$ cat src/rtl/dec_acc_pkg.sv
package dec_acc_pkg;

  typedef enum logic [3:0] {
    ST_FMAR   = 4'd0,
    ST_FWAIT  = 4'd1,
    ST_FIR    = 4'd2,
    ST_XMAR   = 4'd3,
    ST_XWAIT  = 4'd4,
    ST_XALU   = 4'd5,
    ST_XSTORE = 4'd6,
    ST_XIO    = 4'd7,
    ST_XBR    = 4'd8,
    ST_PCINC  = 4'd9,
    ST_HALT   = 4'd10
  } step_e;

  localparam logic [3:0] OP_HALT  = 4'd0;
  localparam logic [3:0] OP_ADD   = 4'd1;
  localparam logic [3:0] OP_SUB   = 4'd2;
  localparam logic [3:0] OP_STORE = 4'd3;
  localparam logic [3:0] OP_LOAD  = 4'd5;
  localparam logic [3:0] OP_JMP   = 4'd6;
  localparam logic [3:0] OP_JZ    = 4'd7;
  localparam logic [3:0] OP_JNN   = 4'd8;
  localparam logic [3:0] OP_IO    = 4'd9;

  localparam int IO_SEL_IN  = 1;
  localparam int IO_SEL_OUT = 2;

endpackage

$ cat src/rtl/dec_bcd_addsub.sv
module dec_bcd_addsub #(
  parameter int DIGITS = 3
) (
  input  logic [4*DIGITS-1:0] a_i,
  input  logic [4*DIGITS-1:0] b_i,
  input  logic                sub_i,
  output logic [4*DIGITS-1:0] y_o,
  output logic                carry_o
);

  logic [DIGITS:0] chain;
  assign chain[0] = 1'b0;

  for (genvar g = 0; g < DIGITS; g++) begin : g_dig
    logic [3:0] ad;
    logic [3:0] bd;
    logic [4:0] raw;
    logic       wrap;

    assign ad = a_i[4*g +: 4];
    assign bd = b_i[4*g +: 4];

    always_comb begin
      if (sub_i) begin
        raw  = {1'b0, ad} - {1'b0, bd} - {4'b0, chain[g]};
        wrap = raw[4];
      end else begin
        raw  = {1'b0, ad} + {1'b0, bd} + {4'b0, chain[g]};
        wrap = (raw > 5'd9);
      end
    end

    assign y_o[4*g +: 4] = wrap ? (sub_i ? raw[3:0] + 4'd10 : raw[3:0] - 4'd10)
                                : raw[3:0];
    assign chain[g+1]    = wrap;
  end

  assign carry_o = chain[DIGITS];

endmodule

$ cat src/rtl/dec_ram.sv
module dec_ram #(
  parameter int ADDR_DIGITS = 2,
  parameter int WORD_W      = 12
) (
  input  logic                     clk,
  input  logic                     we,
  input  logic                     re,
  input  logic [4*ADDR_DIGITS-1:0] addr,
  input  logic [WORD_W-1:0]        wdata,
  output logic [WORD_W-1:0]        rdata
);

  localparam int AW    = 4 * ADDR_DIGITS;
  localparam int DEPTH = 10 ** ADDR_DIGITS;
  localparam int IDX_W = $clog2(DEPTH);

  logic [WORD_W-1:0] mem [DEPTH];
  logic [AW-1:0]     lin;
  logic              in_range;

  always_comb begin
    lin = '0;
    for (int k = ADDR_DIGITS - 1; k >= 0; k--) begin
      lin = lin * AW'(10) + AW'(addr[4*k +: 4]);
    end
    in_range = (lin < AW'(DEPTH));
  end

  always_ff @(posedge clk) begin
    if (we && in_range) begin
      mem[lin[IDX_W-1:0]] <= wdata;
    end
    if (we) begin
      rdata <= wdata;
    end else if (re) begin
      rdata <= in_range ? mem[lin[IDX_W-1:0]] : '0;
    end
  end

endmodule

$ cat src/rtl/dec_seq_ctrl.sv
module dec_seq_ctrl
  import dec_acc_pkg::*;
#(
  parameter int ADDR_DIGITS = 2
) (
  input  logic                     clk,
  input  logic                     rst,
  input  logic [3:0]               mdr_op,
  input  logic [4*ADDR_DIGITS-1:0] mdr_lo,
  input  logic [3:0]               ir_op,
  input  logic                     acc_zero,
  input  logic                     neg,
  output step_e                    st_o,
  output logic                     halted_o,
  output logic                     take_o
);

  localparam int AW = 4 * ADDR_DIGITS;

  step_e st_q, st_d;

  always_comb begin
    st_d = st_q;
    unique case (st_q)
      ST_FMAR:  st_d = ST_FWAIT;
      ST_FWAIT: st_d = ST_FIR;
      ST_FIR: begin
        unique case (mdr_op)
          OP_HALT:                          st_d = ST_HALT;
          OP_LOAD, OP_ADD, OP_SUB, OP_STORE: st_d = ST_XMAR;
          OP_JMP, OP_JZ, OP_JNN:            st_d = ST_XBR;
          OP_IO: begin
            if (mdr_lo == AW'(IO_SEL_IN) || mdr_lo == AW'(IO_SEL_OUT)) st_d = ST_XIO;
            else                                                       st_d = ST_PCINC;
          end
          default:                          st_d = ST_PCINC;
        endcase
      end
      ST_XMAR:   st_d = (ir_op == OP_STORE) ? ST_XSTORE : ST_XWAIT;
      ST_XWAIT:  st_d = ST_XALU;
      ST_XALU:   st_d = ST_PCINC;
      ST_XSTORE: st_d = ST_PCINC;
      ST_XIO:    st_d = ST_PCINC;
      ST_XBR:    st_d = ST_FMAR;
      ST_PCINC:  st_d = ST_FMAR;
      ST_HALT:   st_d = ST_HALT;
      default:   st_d = ST_FMAR;
    endcase
  end

  always_ff @(posedge clk) begin
    if (rst) begin
      st_q     <= ST_FMAR;
      halted_o <= 1'b0;
    end else begin
      st_q     <= st_d;
      halted_o <= (st_d == ST_HALT);
    end
  end

  always_comb begin
    unique case (ir_op)
      OP_JMP:  take_o = 1'b1;
      OP_JZ:   take_o = acc_zero;
      OP_JNN:  take_o = !neg;
      default: take_o = 1'b0;
    endcase
  end

  assign st_o = st_q;

  AST_FETCH_FIRST: assert property (@(posedge clk) disable iff (rst)
    (st_q == ST_FMAR) |=> (st_q == ST_FWAIT));
  AST_FETCH_SECOND: assert property (@(posedge clk) disable iff (rst)
    (st_q == ST_FWAIT) |=> (st_q == ST_FIR));
  AST_STEP_LEGAL: assert property (@(posedge clk) disable iff (rst)
    (st_q <= ST_HALT));
  AST_HALT_LOCK: assert property (@(posedge clk) disable iff (rst)
    halted_o |=> (halted_o && st_q == ST_HALT));

endmodule

$ cat src/rtl/dec_acc_seq.sv
module dec_acc_seq
  import dec_acc_pkg::*;
#(
  parameter int ADDR_DIGITS = 2
) (
  input  logic                         clk,
  input  logic                         rst,
  input  logic [4*ADDR_DIGITS-1:0]     pc_init,
  input  logic                         ld_we,
  input  logic [4*ADDR_DIGITS-1:0]     ld_addr,
  input  logic [4*(ADDR_DIGITS+1)-1:0] ld_data,
  input  logic [4*(ADDR_DIGITS+1)-1:0] io_in,
  input  logic                         io_in_stb,
  output logic [4*(ADDR_DIGITS+1)-1:0] io_out,
  output logic                         out_stb,
  output logic                         halted,
  output logic [3:0]                   step,
  output logic [4*ADDR_DIGITS-1:0]     pc,
  output logic [4*(ADDR_DIGITS+1)-1:0] acc,
  output logic                         neg,
  output logic [4*(ADDR_DIGITS+1)-1:0] ir,
  output logic [4*ADDR_DIGITS-1:0]     mar,
  output logic [4*(ADDR_DIGITS+1)-1:0] mdr
);

  localparam int WORD_DIGITS = ADDR_DIGITS + 1;
  localparam int AW          = 4 * ADDR_DIGITS;
  localparam int WW          = 4 * WORD_DIGITS;

  step_e          st;
  logic           take;
  logic [3:0]     ir_op;
  logic [AW-1:0]  ir_lo;
  logic [WW-1:0]  alu_y;
  logic           alu_borrow;
  logic [AW-1:0]  pc_next;
  logic           pc_carry;
  logic           is_sub;
  logic           out_now;

  logic           ram_we;
  logic           ram_re;
  logic [AW-1:0]  ram_addr;
  logic [WW-1:0]  ram_wdata;

  assign ir_op   = ir[WW-1 -: 4];
  assign ir_lo   = ir[AW-1:0];
  assign is_sub  = (ir_op == OP_SUB);
  assign out_now = (st == ST_XIO) && (ir_lo == AW'(IO_SEL_OUT));

  dec_seq_ctrl #(.ADDR_DIGITS(ADDR_DIGITS)) u_ctrl (
    .clk      (clk),
    .rst      (rst),
    .mdr_op   (mdr[WW-1 -: 4]),
    .mdr_lo   (mdr[AW-1:0]),
    .ir_op    (ir_op),
    .acc_zero (acc == '0),
    .neg      (neg),
    .st_o     (st),
    .halted_o (halted),
    .take_o   (take)
  );

  dec_bcd_addsub #(.DIGITS(WORD_DIGITS)) u_alu (
    .a_i     (acc),
    .b_i     (mdr),
    .sub_i   (is_sub),
    .y_o     (alu_y),
    .carry_o (alu_borrow)
  );

  dec_bcd_addsub #(.DIGITS(ADDR_DIGITS)) u_pcinc (
    .a_i     (pc),
    .b_i     (AW'(1)),
    .sub_i   (1'b0),
    .y_o     (pc_next),
    .carry_o (pc_carry)
  );

  assign ram_we    = rst ? ld_we   : (st == ST_XSTORE);
  assign ram_re    = !rst && (st == ST_FWAIT || st == ST_XWAIT);
  assign ram_addr  = rst ? ld_addr : mar;
  assign ram_wdata = rst ? ld_data : acc;

  dec_ram #(.ADDR_DIGITS(ADDR_DIGITS), .WORD_W(WW)) u_ram (
    .clk   (clk),
    .we    (ram_we),
    .re    (ram_re),
    .addr  (ram_addr),
    .wdata (ram_wdata),
    .rdata (mdr)
  );

  always_ff @(posedge clk) begin
    if (rst) begin
      pc      <= pc_init;
      mar     <= '0;
      ir      <= '0;
      acc     <= '0;
      neg     <= 1'b0;
      out_stb <= 1'b0;
    end else begin
      out_stb <= 1'b0;
      unique case (st)
        ST_FMAR: mar <= pc;
        ST_FIR:  ir  <= mdr;
        ST_XMAR: mar <= ir_lo;
        ST_XALU: begin
          if (ir_op == OP_LOAD) begin
            acc <= mdr;
            neg <= 1'b0;
          end else begin
            acc <= alu_y;
            neg <= is_sub && alu_borrow;
          end
        end
        ST_XIO: begin
          if (ir_lo == AW'(IO_SEL_IN)) begin
            acc <= io_out;
            neg <= 1'b0;
          end else begin
            out_stb <= 1'b1;
          end
        end
        ST_XBR:   pc <= take ? ir_lo : pc_next;
        ST_PCINC: pc <= pc_next;
        default: ;
      endcase
    end
  end

  always_ff @(posedge clk) begin
    if (rst) begin
      io_out <= '0;
    end else if (out_now) begin
      io_out <= acc;
    end else if (io_in_stb) begin
      io_out <= io_in;
    end
  end

  assign step = st;

  AST_PC_STEADY: assert property (@(posedge clk) disable iff (rst)
    (st != ST_PCINC && st != ST_XBR) |=> $stable(pc));
  AST_HALT_FROZEN: assert property (@(posedge clk) disable iff (rst)
    halted |=> ($stable(pc) && $stable(acc)));
  AST_OUT_SINGLE: assert property (@(posedge clk) disable iff (rst)
    out_stb |=> !out_stb);
  AST_STORE_MDR: assert property (@(posedge clk) disable iff (rst)
    (st == ST_XSTORE) |=> (mdr == $past(acc)));
  AST_PC_WRAP: assert property (@(posedge clk) disable iff (rst)
    (st == ST_PCINC && pc_carry) |=> (pc == '0));

endmodule

$ cat config.mk
export PLATFORM = sky130hd
export DESIGN_NAME = dec_acc_seq
export DESIGN_NICKNAME = d
export VERILOG_FILES = /design/src/rtl/dec_acc_pkg.sv /design/src/rtl/dec_bcd_addsub.sv /design/src/rtl/dec_ram.sv /design/src/rtl/dec_seq_ctrl.sv /design/src/rtl/dec_acc_seq.sv
export SDC_FILE = /design/constraint.sdc
export NUM_CORES = 1
export LEC_CHECK = 0
export BUFFER_PORTS_ARGS = -buffer_cell sky130_fd_sc_hd__buf_2
export CAP_MARGIN = 30
export CORE_UTILIZATION = 40
export CTS_CLUSTER_SIZE = 8
export DETAILED_ROUTE_END_ITERATION = 12
export SKIP_CTS_REPAIR_TIMING = 1
export SLEW_MARGIN = 25
export SYNTH_ARGS = -nofsm -noshare
export SYNTH_HDL_FRONTEND = slang
export SYNTH_SLANG_ARGS = --single-unit
$ cat constraint.sdc
create_clock -name clk -period 8.2 [get_ports clk]
set_input_delay 0.82 -clock clk [delete_from_list [all_inputs] [get_ports clk]]
set_output_delay 0.82 -clock clk [all_outputs]
set_load 0.05 [all_outputs]
# Word level (Yosys, flattened, before mapping)

Memories as Yosys holds them, arrays and structs flattened.
Cells that the tools add are included.

Reduce and logical (&&, ||, !) cells: 21
Bitwise gates (word level): 1
Order comparisons: 6
Muxes and demuxes: 40
Multipliers: 1
Eq/ne operators: 30
Add/sub/neg operators: 21

Operator list:

| cell                                                           | number |
|---|---|
| 2-to-1 mux 12 bit                                              | 8 |
| 2-to-1 mux 4 bit                                               | 12 |
| == test 4 x 3 -> 1 bit (second input constant)                 | 10 |
| one-hot mux 8 bit (2 select lines)                             | 2 |
| == test 4 bit (second input constant)                          | 7 |
| one-hot mux 4 bit (7 select lines)                             | 1 |
| greater-than comparator 5 x 4 -> 1 bit (second input constant) | 5 |
| == test 4 x 2 -> 1 bit (second input constant)                 | 6 |
| 2-to-1 mux 8 bit                                               | 3 |
| one-hot mux 12 bit (2 select lines)                            | 1 |
| subtractor 4 bit (second input constant)                       | 5 |
| == test 8 x 1 -> 1 bit (second input constant)                 | 2 |
| == test 8 x 2 -> 1 bit (second input constant)                 | 2 |
| one-hot mux 4 bit (4 select lines)                             | 1 |
| adder 4 x 4 -> 5 bit                                           | 3 |
| subtractor 4 x 4 -> 5 bit                                      | 3 |
| adder 4 bit (second input constant)                            | 3 |
| zero test 12 bit                                               | 1 |
| adder 5 x 1 -> 5 bit                                           | 2 |
| subtractor 5 x 1 -> 5 bit                                      | 2 |
| 2-to-1 mux 1 bit                                               | 9 |
| adder 8 x 4 -> 8 bit                                           | 1 |
| == test 4 x 1 -> 1 bit (second input constant)                 | 2 |
| zero test 4 bit                                                | 2 |
| 18 further kinds                                               | 27 |

Memory bits (writable): 1,200
Flip-flop bits (word level): 71
Input port bits: 44
Logic and storage cells: 131
Output and inout port bits: 71
Memories: 1

Memory list:

| name      | depth | bits a word | rd ports | clocked after memory_dff | write ports | line          | text |
|---|---|---|---|---|---|---|---|
| u_ram.mem | 100   | 12          | 1        | 0                        | 1           | dec_ram.sv:17 | `logic [WORD_W-1:0] mem [DEPTH];` |

# Logic depth before layout (Yosys ltp)

Gate-level depths: netlist of the first run.

Depth in word-level cells: 13
Gate-level depth with buffers: 28
Depth with buffers taken out: 28

# By module

From an unflattened synthesis of the first run, not the netlist that was laid out.

Cell total of the unflattened synthesis: 2,981
Area, all modules: 53,471.3 µm²

By module, submodules not included:

| module                    | area each (µm²) | times used | sequential area each (µm²) | cells an instance |
|---|---|---|---|---|
| dec_ram                   | 47,599.4        | 1          | 36,394.9                   | 2,267 |
| dec_acc_seq               | 2,836.5         | 1          | 1,161.1                    | 330 |
| dec_bcd_addsub at u_alu   | 1,539.0         | 1          | 0.0                        | 197 |
| dec_bcd_addsub at u_pcinc | 1,054.8         | 1          | 0.0                        | 135 |
| dec_seq_ctrl              | 441.7           | 1          | 100.1                      | 52 |

# Least setup slack after synthesis of the first run

No wires, ideal clock.

Path kind: input -> register
Start: input port rst
End: memory u_ram.mem[0][8] (data pin)
Buffers on the path: 3
Data required time: 7,209 ps
Arrival time: 5,337 ps
Slack: 1,872 ps
Library setup time: 991 ps
Stages: 4
Cells stage by stage: buf_6 clkbuf_1 clkbuf_1 o21ai_0

Word-level cells in the longest chain between the ends: 1

Ends and longest elaborated chain:

| item               | line              | text |
|---|---|---|
| start: declaration | dec_acc_seq.sv:7  | `input logic rst,` |
| 2-to-1 mux 12 bit  | dec_acc_seq.sv:83 | `assign ram_wdata = rst ? ld_data : acc;` |
| net ram_wdata[8]   | dec_acc_seq.sv:44 | `logic [WW-1:0] ram_wdata;` |
| end: declaration   | dec_ram.sv:17     |  |

The timed path passes the listed nets, and every way through them passes these cells.

# Final worst setup path of the first run

Start: register u_ram.rdata[1]
End: register acc[10]

Word-level cells in the longest chain between the ends: 13
Elaborated cells between the ends (all ways): 19
Those cells by class: 8 x add/sub; 3 x order compare; 8 x mux

Ends and longest elaborated chain:

| item                                                                     | line                                       | text |
|---|---|---|
| start: declaration                                                       | dec_ram.sv:10                              | `output logic [WORD_W-1:0] rdata` |
| start signal: assignment                                                 | dec_ram.sv:34                              | `rdata <= wdata;` |
| start signal: assignment                                                 | dec_ram.sv:36                              | `rdata <= in_range ? mem[lin[IDX_W-1:0]] : '0;` |
| adder 4 x 4 -> 5 bit                                                     | dec_bcd_addsub.sv:28                       | `raw = {1'b0, ad} + {1'b0, bd} + {4'b0, chain[g]};` |
| greater-than comparator 5 x 4 -> 1 bit                                   | dec_bcd_addsub.sv:29                       | `wrap = (raw > 5'd9);` |
| 2-to-1 mux 1 bit (*)                                                     | dec_bcd_addsub.sv:24                       | `if (sub_i) begin` |
| adder 5 x 1 -> 5 bit                                                     | dec_bcd_addsub.sv:28                       |  |
| greater-than comparator 5 x 4 -> 1 bit                                   | dec_bcd_addsub.sv:29                       |  |
| 2-to-1 mux 1 bit (*)                                                     | dec_bcd_addsub.sv:24                       |  |
| adder 5 x 1 -> 5 bit / subtractor 5 x 1 -> 5 bit (equally long branches) | dec_bcd_addsub.sv:28, dec_bcd_addsub.sv:25 |  |
| 2-to-1 mux 4 bit                                                         | dec_bcd_addsub.sv:24                       |  |
| subtractor 4 bit / adder 4 bit (equally long branches)                   | dec_bcd_addsub.sv:33                       | `assign y_o[4*g +: 4] = wrap ? (sub_i ? raw[3:0] + 4'd10 : raw[3:0] - 4'd10)` |
| 2-to-1 mux 4 bit                                                         | dec_bcd_addsub.sv:33                       |  |
| 2-to-1 mux 4 bit (*)                                                     | dec_bcd_addsub.sv:33                       |  |
| 2-to-1 mux 12 bit (*)                                                    | dec_acc_seq.sv:109                         | `if (ir_op == OP_LOAD) begin` |
| one-hot mux 12 bit (2 select lines) (*)                                  | dec_acc_seq.sv:104                         | `unique case (st)` |
| end signal: assignment                                                   | dec_acc_seq.sv:110                         | `acc <= mdr;` |
| end signal: assignment                                                   | dec_acc_seq.sv:113                         | `acc <= alu_y;` |
| end signal: assignment                                                   | dec_acc_seq.sv:119                         | `acc <= io_out;` |
| end: declaration                                                         | dec_acc_seq.sv:19                          | `output logic [4*(ADDR_DIGITS+1)-1:0] acc,` |

Mark *: on every way between the ends. The rest lies on a longest branch, timed or not.
A chain may end at the register's enable or synchronous reset.

==> results.txt, run 1 <==
The final critical-path share of the clock period is 0.777. The number of rows created at floorplan is about 130. Ranked by instance count, the synthesized netlist is headed by 1,220 x edfxtp_1, 469 x nand2_1, 244 x nor2_1. The worst-case IR drop observed on VDD is ~0.28 mV. The later pin in the worst-skew pair is clocked with a latency of about 0.80 ns. Before CTS, the worst setup slack after placement is around 1.3 ns. The type of the most critical hold path is primary input to flop. Summed over all layers, the routed wires come to 162,000 um. The launching element of the worst setup path is u_ram.rdata[1]. TritonCTS built the clock tree. The number of detailed-routing iterations run before antenna repair is 7. Dividing the detail-routed via count by the number of cells gives 6.06. The CTS buffer count is 177.

For this block, the initial DRC count from the detailed router was 4,645. The mean instance size in the synthesized netlist is 14.5 um^2. STA puts the critical path data required time at 8.82 ns. The starting utilization of the core area is 0.405.

The distinct cell type count after synthesis is 82. The startpoint of the worst hold path is pc_init[2]. From bottom edge to top edge, the die measures approximately 360 um. The final setup TNS is 0 ns. The overall die area came out at between 0.1 and 0.15 mm^2. The pin count of the biggest net entering global routing is 124. The final standard cell count with taps included and fillers excluded came out at ~5.6k. The max capacitance violation total came out at 0.

The post-route cell area is 0.0607 mm^2. The most frequent cell after synthesis is edfxtp_1. The synthesized flop and latch total is 1,271. The area overhead of the layout relative to synthesis is 15.3%.

The time the final worst path needs with I/O delays and setup came out at 6.37 ns. The tree is rooted in a clkbuf_16. The max-slew headroom at the worst pin came out at 0.283.

After clock tree synthesis, the clock-pin slew on the worst setup and hold paths is around 0.05 ns. The maximum fanout along the worst path came out at 7. Counting flops with an async set or reset pin after synthesis yields a share of 0. Setup violations remaining at the end of the flow were counted as 0. The final worst setup slack is 1.83 ns. The synthesized netlist occupies a cell area of around 0.053 mm^2.

The chip width is approximately 360 um. The per-cell routed wire length came out at 28.7 um. The number of antenna violations at the first check in global routing came out at 3. The routed layout has approximately 34k vias. Setup repair after global routing left no endpoint under its margin. The fill cell instance count of the final layout came out at 11.3k. The residual overflow from global routing is 0.

In this run the deepest clock path goes through 3 buffers. Once placement finished, the instance area stood at around 0.056 mm^2. The total count of hold-check failures in the final report came to 0. Once detail routing completed, the nets flagged for antenna violations numbered 0.

The global-route wire length before repair is between 200,000 and 250,000 um. The detailed placement HPWL is just under 100,000 um. The run finished with clean final reports. The region available for standard cell placement spans 0.130 mm^2. The data arrival time at the worst-slack endpoint is approximately 7.0 ns. For the pin with the worst max-slew slack, the measured transition is 1.07 ns. Of the cells placed in the final design, the portion with a size suffix greater than 1 is 0.166. The number of antenna repair diodes came out at 0. After layout, the design draws a total of about 22 mW. The number of design rule violations left after detail routing is 0. The cell accounting for the most synthesized area is edfxtp_1. The number of placed instances, taps included came out at 5,416. The sequential element share of the synthesized area is 0.715. Of the post-synthesis cell area, the dominant cell type holds 0.696. The max-slew violation total from the final report was 0.

The maximum level of the CTS H-tree came out at 4. The total routing resource utilization after global routing is 0.241. The total power density per cell area is approximately 370 mW/mm^2. The most used flip-flop cell after synthesis is edfxtp_1.

The congestion estimate from routability-driven global placement came to a little over 0.9. For this design, the sink count on the clock tree is between 1k and 1.5k. The via count of the first global-routing pass is approximately 32k.

The synthesized net count is about 3.7k. The worst setup path is captured at a flop. The number of enable flip-flop cells after synthesis is ~1.2k. In the post-synthesis netlist, the biggest area contributors are edfxtp_1 70%, nand2_1 3.3%, mux4_2 3.0%.

The worst-case clock skew came out at approximately 0.035 ns. The number of standard cells after synthesis came out at roughly 3.6k. The Yosys step of the flow raised 0 warnings. The total of buffers placed on input and output ports is around 110. During I/O placement, the number of pins put on the boundary was ~120. STA classifies the critical path startpoint as a flop.

The startpoint of the worst-slack reg-to-reg timing path is u_ram.rdata[1]. Timing would allow up to approximately 160 MHz. The leakage power total is around 20 nW. The count of nets after finishing is 3,955. The critical path is of the flop to flop type.
-- sequential cells by signal (all words and copies together) (netlist names) --
| signal | count |
|---|---|
| u_ram.mem | 1200 |
| acc | 12 |
| io_out | 12 |
| ir | 12 |
| u_ram.rdata | 12 |
| mar | 8 |
| pc | 8 |
| u_ctrl.st_o | 4 |
| neg | 1 |
| out_stb | 1 |
| u_ctrl.halted_o | 1 |
-- worst paths after layout --
check | endpoint | slack, ns | cells after the start
setup reg to reg | acc[10] | 1.83 | 25
hold reg to reg | mar[7] | 0.48 | 2
hold / removal | pc[2] | 0.32 | 3
setup / recovery | acc[10] | 1.83 | 25
-- worst max-delay path: stages (launching register included) --
cell	delay, ns
edfxtp_1	0.69
inv_1	0.17
ha_1	0.33
nor2b_1	0.05
o21a_1	0.18
nor3_1	0.33
o22ai_1	0.13
a31oi_1	0.45
inv_1	0.11
fa_1	0.41
inv_1	0.08
fa_1	0.43
nor2_1	0.12
a21oi_1	0.05
o41a_1	0.45
inv_2	0.13
fa_1	0.20
inv_1	0.06
fa_1	0.44
xor2_1	0.20
inv_1	0.08
o22ai_1	0.08
a21oi_1	0.21
mux2_2	0.38
a222oi_1	0.33
a211oi_1	0.12
-- cells by family after synthesis --
family	count (synthesis)	share of synthesized area
xor+xnor	38	0.00675
flops	1271	0.715
simple gates	1065	0.0883
buf+inv	284	0.0271
fa+ha+maj	55	0.0148
compound gates	686	0.0867
mux	232	0.0615
-- layout by cell type (no fill, tap or decap), drive strengths merged, types with 50 or more instances in the layout --
cell type / Yosys / routed
o21ai: 112 / 112
a211oi: 50 / 50
a31oi: 54 / 54
nand3: 113 / 113
nand2: 469 / 469
nor2: 245 / 245
clkbuf: 89 / 209
inv: 49 / 53
edfxtp: 1220 / 1220
mux4: 69 / 69
nor3: 118 / 118
dfxtp: 51 / 51
mux2i: 125 / 125
a21oi: 150 / 150
o22ai: 89 / 89
buf: 146 / 281
-- through the flow --
stage	hold WS (ns)	utilization
after floorplan	0.682	-
after global placement	0.484	0.428
after detailed placement	0.473	0.429
after CTS	0.282	0.466
after global routing	0.327	0.467
final	0.323	0.467
-- layer usage --
layer  share of wire  track usage  wire (um)
met1            0.41        0.337      65900
met2            0.45        0.364      72300
met3            0.11       0.0512      17100
met4           0.040        0.102       6470
met5        0.000087            0         14
-- power breakdown --
| part | internal [mW] | leakage [nW] | switching, mW |
|---|---|---|---|
| clock network | 3.96 | 2.38 | 2.66 |
| logic | 2.33 | 6.24 | 5.84 |
| registers | 7.37 | 11.6 | 0.248 |
-- final cells by class --
| class | count | area, um^2 | share of cell area |
|---|---|---|---|
| Clock inverter | 11 | 265 | 0.00437 |
| Sequential cell | 1271 | 37700 | 0.620 |
| Inverter | 49 | 184 | 0.00303 |
| Clock buffer | 209 | 4630 | 0.0763 |
| Tap cell | 1742 | 2180 | 0.0359 |
| Multi-Input combinational cell | 2076 | 13900 | 0.229 |
| Timing Repair Buffer | 281 | 1920 | 0.0317 |
Note: power is estimated with default switching activity, not from simulation.
==> inputs of run 2 (changes only) <==
==> constraint.sdc (replaced) <==
create_clock -name clk -period 6.3 [get_ports clk]
set_input_delay 0.63 -clock clk [delete_from_list [all_inputs] [get_ports clk]]
set_output_delay 0.63 -clock clk [all_outputs]
set_load 0.05 [all_outputs]
==> results.txt, run 2 (synthesis gave the netlist of run 1 again) <==
The maximum fanout along the worst path was 6 (-1). The clock sink total came out at 1,271 (unchanged). The met1 routing resource usage after global routing came out at 0.327 (-0.00981).

The share of the core filled with cells came out at 0.470 (+0.00381). The slack of the worst reg-to-reg path is 0.30 ns (-1.53 ns). The residual overflow from global routing came out at 0 (unchanged). The peak ir drop on the vdd network is 0.415 mV (+46%). The internal power consumption came out at 17.9 mW (+31%). The number of stages on the worst hold path is 3 (unchanged). Setup repair after global routing left no endpoint under its margin. The core area was 0.130 mm^2 (unchanged). The top cell types in the final layout, fill and taps aside, are 1,220 x edfxtp_1, 468 x nand2_1, 241 x nor2_1.

The number of flip-flops in the largest register is 1,200 (unchanged). The final critical-path share of the clock period came out at 0.953 (+0.176). The detailed placement HPWL is 97,400 um (+0.49%). The final setup TNS is 0 ns (unchanged). The transition time at the pin with the least slew margin is 1.08 ns (+0.0109 ns). The most crowded layer after global routing is met2. The worst-case setup slack after placement is 0.281 ns (-0.978 ns).

The data arrival time at the worst-slack endpoint came out at 6.61 ns (-0.38 ns). The max-slew violation total from the final report came to 0 (unchanged). The fill cell instance count of the final layout was 11.3k (+0.45%). The number of vias in the routed layout is 33.9k (-0.76%). The share of cells above drive strength 1 is 0.174 (+0.00751). The root buffer selected by CTS is clkbuf_16. The proportion of power drawn by combinational gates is 0.370 (+0.006).

The worst-case clock skew came out at 0.0429 ns (+0.00746 ns). In this run the critical register-to-register path is launched from u_ram.rdata[0]. The flow ran to the end, and the final reports show no timing, DRC or antenna violations. The worst setup path is launched from a flop.

The clock network latency to the later pin of the worst-skew pair was 0.80 ns (about the same). The worst hold path begins at pc_init[6]. The count of cells along the worst register-to-register path came to 23 (-8.0%).

The placer congestion estimate is 0.915 (+1.1%). Leaving out fill and tap cells, the most frequent cell in the layout is edfxtp_1. The switching power total is 11.3 mW (+30%).

The global-route wire length before repair came out at 230,000 um (-0.90%). The number of detailed-routing iterations run before antenna repair came out at 6 (-1). The fmax came to 167 MHz (+6.1%).

The clock-pin slew on the worst setup and hold paths is 0.05 ns (about the same). The starting DRC count in detailed routing is 4,499 (-3.1%). The count of nets after finishing came out at 4,016 (+1.5%).

The number of rows created at floorplan is 132 (unchanged). The average via count per standard cell is 5.95 (-1.8%). The number of ports placed on the die boundary was 115 (unchanged). The total power density per cell area is 478 mW/mm^2 (+30%).

The min-delay analysis places its worst path in the category primary input to flop. The largest buffer count on any clock path is 3 (unchanged). The clock power share is 0.293 (-0.002). The most numerous cell type found on the critical path is fa_1. STA classifies the critical path endpoint as a flop.

The starting utilization of the core area was 0.405 (unchanged). The time the final worst path needs with I/O delays and setup came to 6.00 ns (-0.369 ns). The post-detailed-routing wire length was 159,000 um (-1.4%).

The count of nets left with antenna violations after detail routing is 0 (unchanged). The total of buffers placed on input and output ports is 114 (unchanged). The sequential share of power came to 0.337 (-0.003). The buffers plus inverters on the worst setup path came out at 5 (-1).

The number of design rule violations left after detail routing is 0 (unchanged). The data required time of the worst path is 6.91 ns (-1.91 ns). The switching share of total power was 0.388 (-0.00285). The CTS buffer count is 177 (unchanged).

The total routing resource utilization after global routing came out at 0.238 (-0.00260). The final total power is 29.3 mW (+31%). The via count of the first global-routing pass came to 32.6k (+1.0%). The critical setup path kind is flop to flop. The worst hold path terminates at pc[6].

The maximum level of the CTS H-tree came out at 4 (unchanged). In this run the critical register-to-register path is captured at acc[10]. The number of endpoints failing setup at the final stage came out at 0 (unchanged). The stage delay of the slowest cell on the critical path was 0.48 ns (-0.21 ns). The die span in y is 365 um (unchanged). TritonCTS built the clock tree. The signal on the critical path passes through ha_1 -> fa_1 -> xnor2_1 -> o22ai_1 -> a31oi_2 -> inv_1 -> fa_1 -> inv_1 -> fa_1 -> nor2_1 -> a21oi_1 -> o41a_1 -> inv_2 -> fa_1 -> inv_1 -> fa_1 -> xor2_1 -> inv_1 -> o22ai_1 -> a21oi_1 -> mux2_2 -> a222oi_1 -> a211oi_1.

The number of antenna violations at the first check in global routing came out at 1 (-2). The cell type group with the largest total delay on the critical path is adder cells. The area overhead of the layout relative to synthesis is 16.2%. The max capacitance violation total is 0 (unchanged). The routing usage on met3 came to 0.0517 (+0.000538). The pin count of the biggest net entering global routing is 95 (-23%). The total count of hold-check failures in the final report is 0 (unchanged).

The leakage power total came to 20.5 nW (+1.7%). The per-cell routed wire length is 28.0 um (-2.4%). The met2 global-route usage came out at 0.368 (+0.00398). For this design, the slowest cell found on the critical path is edfxtp_1. The final worst setup slack is 0.299 ns (-1.53 ns). The max-slew headroom at the worst pin is 0.280 (-0.00342).

The chip width is 365 um (unchanged). The overall die area came out at 0.133 mm^2 (unchanged).
-- run 2: final cells by class --
type	instances	area, um^2	share of cell area
Sequential cell	1271	37700	0.615
Multi-Input combinational cell	2076	13800	0.226
Clock buffer	203	4620	0.0755
Timing Repair Buffer	342	2530	0.0413
Tap cell	1742	2180	0.0356
Clock inverter	12	229	0.00374
Inverter	49	184	0.00300
Antenna cell	1	2.50	0.0000409
-- run 2: worst reg2reg max path, delay by kind of cell, from the launching register on --
kind,cells,cell delay (ns)
muxes,1,0.37
and+or+nand+nor,1,0.11
adders and majority gates,6,2.16
DFF,1,0.48
buffers and inverters,5,0.46
xor gates and xnor gates,2,0.53
AOI/OAI and AO/OA,8,1.71
-- run 2: power by group through the flow --
stage                     sequential, mW  clock, mW  combinational [mW]
final                               9.86       8.57                10.8
after global routing                9.87       9.00                11.2
after global placement              10.0          0                10.5
after detailed placement            10.0          0                10.6
after floorplan                     10.3          0                5.72
after CTS                           9.85       8.69                10.6
-- run 2: worst max-delay path by stage --
stage,from,end,slack [ns],cells after the start
2_1_floorplan,rst,u_ram.mem[0][8],0.16,4
6_report,u_ram.rdata[0],acc[10],0.30,23
3_5_place_dp,u_ram.rdata[1],acc[10],0.28,25
5_1_grt,u_ram.rdata[0],acc[10],0.04,24
4_1_cts,u_ram.rdata[1],acc[10],0.22,25
3_3_place_gp,u_ram.rdata[0],acc[10],0.35,23
-- run 2: layer usage --
layer	vias to the layer above	wire length [um]
met3	320	16000
li1	14564	-
met2	1997	72800
met1	17024	65000
met5	-	13
met4	2	5780
-- run 2: metrics by stage --
step | std cells | hold WS (ns) | area (um^2)
floorplan | 3631 | 0.682 | 52700
global placement | 5475 | 0.476 | 56200
detailed placement | 5478 | 0.485 | 56300
CTS | 5693 | 0.0799 | 61200
global route | 5695 | 0.111 | 61200
finish | 5696 | 0.124 | 61200
